File: config.mk
export PLATFORM = sky130hd
export DESIGN_NAME = llsc_link_monitor
export DESIGN_NICKNAME = d
export VERILOG_FILES = /design/src/rtl/llsc_pkg.sv /design/src/rtl/llsc_link_state.sv /design/src/rtl/llsc_sc_resolve.sv /design/src/rtl/llsc_link_monitor.sv
export SDC_FILE = /design/constraint.sdc
export NUM_CORES = 1
export LEC_CHECK = 0
export ABC_CLOCK_PERIOD_IN_PS = 950
export BUFFER_PORTS_ARGS = -buffer_cell sky130_fd_sc_hd__buf_4
export CAP_MARGIN = 10
export CELL_PAD_IN_SITES_DETAIL_PLACEMENT = 0
export CELL_PAD_IN_SITES_GLOBAL_PLACEMENT = 2
export CORE_ASPECT_RATIO = 1.4
export CORE_MARGIN = 3
export CORE_UTILIZATION = 22
export DETAILED_ROUTE_END_ITERATION = 7
export PLACE_DENSITY_LB_ADDON = 0.1
export SLEW_MARGIN = 0
export SYNTH_ARGS = -nofsm -noshare
export SYNTH_HDL_FRONTEND = slang
export SYNTH_SLANG_ARGS = --single-unit
File: constraint.sdc
create_clock -name clk -period 0.95 [get_ports clk]
set_input_delay 0.2375 -clock clk [delete_from_list [all_inputs] [get_ports clk]]
set_output_delay 0.2375 -clock clk [all_outputs]
set_load 0.02 [all_outputs]
File: src/rtl/llsc_pkg.sv
package llsc_pkg;
  typedef enum logic [1:0] {
    KIND_PLAIN = 2'b00,
    KIND_LL    = 2'b01,
    KIND_SC    = 2'b10,
    KIND_RSVD  = 2'b11
  } op_kind_e;
endpackage

File: src/rtl/llsc_link_state.sv
module llsc_link_state #(
  parameter int ADDR_W = 32
) (
  input  logic              clk,
  input  logic              rst,
  input  logic              ll_fire,
  input  logic              sc_fire,
  input  logic              flush,
  input  logic [ADDR_W-1:0] addr,
  output logic              link_q,
  output logic [ADDR_W-1:0] addr_q
);
  // flush beats load-linked; store-conditional consumes the reservation
  always_ff @(posedge clk) begin
    if (rst) begin
      link_q <= 1'b0;
      addr_q <= '0;
    end else begin
      if (flush || sc_fire)
        link_q <= 1'b0;
      else if (ll_fire)
        link_q <= 1'b1;
      if (ll_fire && !flush)
        addr_q <= addr;
    end
  end

  AST_LL_SETS_LINK: assert property (@(posedge clk) disable iff (rst)
    (ll_fire && !flush) |=> link_q);
  AST_LL_SAVES_ADDR: assert property (@(posedge clk) disable iff (rst)
    (ll_fire && !flush) |=> (addr_q == $past(addr)));
  AST_FLUSH_CLEARS: assert property (@(posedge clk) disable iff (rst)
    flush |=> !link_q);
  AST_SC_CONSUMES: assert property (@(posedge clk) disable iff (rst)
    sc_fire |=> !link_q);
  AST_IDLE_HOLDS: assert property (@(posedge clk) disable iff (rst)
    (!ll_fire && !sc_fire && !flush) |=> ($stable(link_q) && $stable(addr_q)));
endmodule

File: src/rtl/llsc_sc_resolve.sv
module llsc_sc_resolve #(
  parameter int DATA_W = 32
) (
  input  logic              clk,
  input  logic              rst,
  input  logic              sc_fire,
  input  logic              link_q,
  output logic              permit,
  output logic [DATA_W-1:0] result_q
);
  localparam logic [DATA_W-1:0] ONE = DATA_W'(1);

  assign permit = sc_fire && link_q;

  always_ff @(posedge clk) begin
    if (rst)
      result_q <= '0;
    else if (sc_fire)
      result_q <= permit ? ONE : '0;
  end

  AST_PERMIT_NEEDS_LINK: assert property (@(posedge clk) disable iff (rst)
    permit |-> link_q);
  AST_RESULT_MATCHES: assert property (@(posedge clk) disable iff (rst)
    sc_fire |=> (result_q == ($past(link_q) ? ONE : '0)));
  AST_RESULT_HOLDS: assert property (@(posedge clk) disable iff (rst)
    !sc_fire |=> $stable(result_q));
endmodule

File: src/rtl/llsc_link_monitor.sv
module llsc_link_monitor
  import llsc_pkg::*;
#(
  parameter int ADDR_W = 32,
  parameter int DATA_W = 32
) (
  input  logic              clk,
  input  logic              rst,
  input  logic              op_valid,
  input  logic [1:0]        op_kind,
  input  logic [ADDR_W-1:0] op_addr,
  input  logic              flush,
  output logic              store_allow,
  output logic [DATA_W-1:0] result_value,
  output logic              link_bit,
  output logic [ADDR_W-1:0] link_addr
);
  logic ll_fire;
  logic sc_fire;

  assign ll_fire = op_valid && (op_kind_e'(op_kind) == KIND_LL);
  // a flushed store-conditional is squashed entirely
  assign sc_fire = op_valid && (op_kind_e'(op_kind) == KIND_SC) && !flush;

  llsc_link_state #(.ADDR_W(ADDR_W)) u_state (
    .clk(clk), .rst(rst), .ll_fire(ll_fire), .sc_fire(sc_fire),
    .flush(flush), .addr(op_addr), .link_q(link_bit), .addr_q(link_addr)
  );

  llsc_sc_resolve #(.DATA_W(DATA_W)) u_resolve (
    .clk(clk), .rst(rst), .sc_fire(sc_fire), .link_q(link_bit),
    .permit(store_allow), .result_q(result_value)
  );

  AST_FLUSH_BLOCKS_STORE: assert property (@(posedge clk) disable iff (rst)
    flush |-> !store_allow);
  AST_COLLIDE_FLUSH_WINS: assert property (@(posedge clk) disable iff (rst)
    (ll_fire && flush) |=> !link_bit);
endmodule

==> results.yml <==
timing:
  fin_ws_ns: -0.1880
  whs_ns: 0.2098
  finalHoldViolCount: 0
  max_freq_mhz: 878.7
  grt_setup_unrepaired: "true"
  drv_slew: 0
  post-route-period-util_pct: 119.8
  fin_skew_ns: 0.0002796
  setup_violations: 35
  layout_min_cycle_time_ns: 1.138
job:
  drv_cap: 0
setup_path:
  rrSetupSlack_ns: 0.02
  crit_type: "in2out"
  max_stage_delay_ns: 0.30
  slowest_stage: "and4bb_2"
  cp-start-kind: "input port"
  path_cells: "buf_4, and4bb_2, and2_4, buf_6"
  arrival_ns: 0.90
  rr_endpoint: "u_state.link_q$_SDFFE_PP0P_"
  cp.required_ns: 0.71
  end_kind: "primary output"
  worstRegToRegCells: 3
  r2r_start: "u_state.link_q$_SDFFE_PP0P_"
  critical_path.max_fanout: 4
hold_path:
  hp-class: "in2reg"
  hold_path_end: "u_state.addr_q[31]$_SDFFE_PP0P_"
  holdPathStages: 3
  worstHoldStart: "op_addr[31]"
synthesis:
  yosys-top-cells-area: "dfxtp_1 37%, nand2b_1 23%, mux2i_1 18%"
  synth_edf_count: 0
  ys_ff_latch: 34
  async_flop_share_pct: 0
  yosys.area.top_type: "dfxtp_1"
  syn_area_sq_um: 1823
  yosysWarnings: 0
  ys.flop_type: "dfxtp_1"
  avgSynthCellArea_sq_um: 9.908
  seq_area_frac_synth_pct: 37.34
  yosysMostFrequentCell: "nand2b_1"
  synth_common_cells: "67 x nand2b_1, 34 x dfxtp_1, 33 x mux2i_1"
  ys_types: 16
  synth_cells: 184
  yosys.area.top_type_share_pct: 37.34
global_route:
  grt_overflow: 0
  antenna_found_initial: 0
  grt_pass1_wl_um: 6782
  grt_pass1_vias: 1372
  grt_max_degree: 20
  grtUsageTotal_pct: 9.176
floorplanning:
  rows: 38
  start_util_pct: 23.10
  core-area_sq_um: 7893
  die_w_um: 82.94
  die_area_sq_um: 9430
  io_pins: 104
  die_h_um: 113.7
final_layout:
  regArea_sq_um: 725.7
  fin_nets: 319
  area_growth_pct: 55.25
  num_antenna_cells: 0
  final_util_pct: 35.86
  drive_above_1_share_pct: 52.13
  fill_cells: 836
  multi_input_area_sq_um: 925.9
cts:
  cts_buffer_depth: 2
  postCtsHoldBufs: 0
  cts_tree: "done"
  cts_root_buf: "clkbuf_8"
  path_clk_slew_ns: 0.07
  numCtsBuffers: 5
  cts-htree-levels: 2
  clkSinkCount: 34
  clock_latency_ns: 0.29
place:
  port_buffers: 72
  place_congestion: 0.6415
  dp.final_hpwl_um: 3364
  post-place-ws_ns: -0.2449
status:
  status: "finished with violations"
  violations: "setup timing"
power:
  cellLeakagePower_nw: 1.242
  cellPowerDensity_nw_per_um2: 1179
  ir_worst_vdd_v: 0.0005744
route:
  viasPerCell: 3.709
  post_drt_wl_per_cell_um: 11.63
  dr_total_vias: 1417
  wirelength_um: 4442
  drc: 0
  dr.pass1.iters: 4
  drt_iter0_drc: 31
  final_antenna_net_count: 0
-- critical path: cells and delay by family --
kind                   cells  cell delay [ns]
and+or+nand+nor            2             0.44
buffers and inverters      2             0.23
-- stage by stage --
stage               std cells  total power [mW]  TNS [ns]  instance area (sq um)
CTS                       376             3.402    -1.611                   2785
detailed placement        355             2.052    -7.574                   2405
finish                    382             3.336    -1.013                   2830
floorplan                 214             1.914    -1.486                   1938
global placement          355             2.054    -7.303                   2405
global route              382             3.508    -2.280                   2830
-- area by class of cell --
type,instances,share of cell area [%]
timing repair buffer,102,33.33
multi-input combinational,138,32.71
sequential,34,25.64
tap,100,4.421
clock buffer,8,3.890
-- power by group --
| part | switching (mW) | internal (mW) | total [mW] |
|---|---|---|---|
| Clock | 0.542 | 0.733 | 1.27 |
| Sequential | 0.0224 | 1.46 | 1.48 |
| Combinational | 0.280 | 0.301 | 0.581 |
| Total | 0.844 | 2.49 | 3.34 |
-- cell usage in the layout (no fill, tap or decap) --
master / instances
and4bb_2: 2
nor2_1: 1
buf_12: 4
and2_4: 1
dfxtp_4: 1
buf_4: 64
a21o_1: 1
clkbuf_8: 8
nor3_1: 1
nand2b_1: 67
a32o_1: 1
mux2i_1: 33
buf_6: 34
dfxtp_2: 33
conb_1: 31
-- worst max-delay path by stage --
stage | from | to | depth (start not counted)
final | flush | store_allow | 4
after global routing | u_state.link_q$_SDFFE_PP0P_ | store_allow | 2
after CTS | u_state.link_q$_SDFFE_PP0P_ | store_allow | 2
after detailed placement | flush | u_state.addr_q[24]$_SDFFE_PP0P_ | 4
after global placement | flush | u_state.addr_q[9]$_SDFFE_PP0P_ | 4
after floorplan | flush | u_state.addr_q[0]$_SDFFE_PP0P_ | 4
-- cell families after synthesis --
family | synth area share (%)
simple gates | 25.19
buf+inv | 18.19
flops | 37.34
mux | 18.12
compound gates | 0.9611
other cells | 0.2057
-- metal layers --
| layer | vias up | routed length [um] | global-route usage (%) |
|---|---|---|---|
| li1 | 714 | - | - |
| met1 | 641 | 1684 | 10.19 |
| met2 | 56 | 2369 | 16.01 |
| met3 | 6 | 309 | 3.035 |
| met4 | 0 | 79 | 3.926 |
| met5 | - | 0 | 0 |
-- registers in the layout, indices dropped and copies added (netlist names) --
register and flops:
u_resolve.result_q 1, u_state.addr_q 32, u_state.link_q 1
-- timing repair --
action                     in CTS  in global routing
setup endpoints to repair      35                 36
gates resized for setup        69                  0
buffers inserted               13                  6
Note: power is estimated with default switching activity, not from simulation.
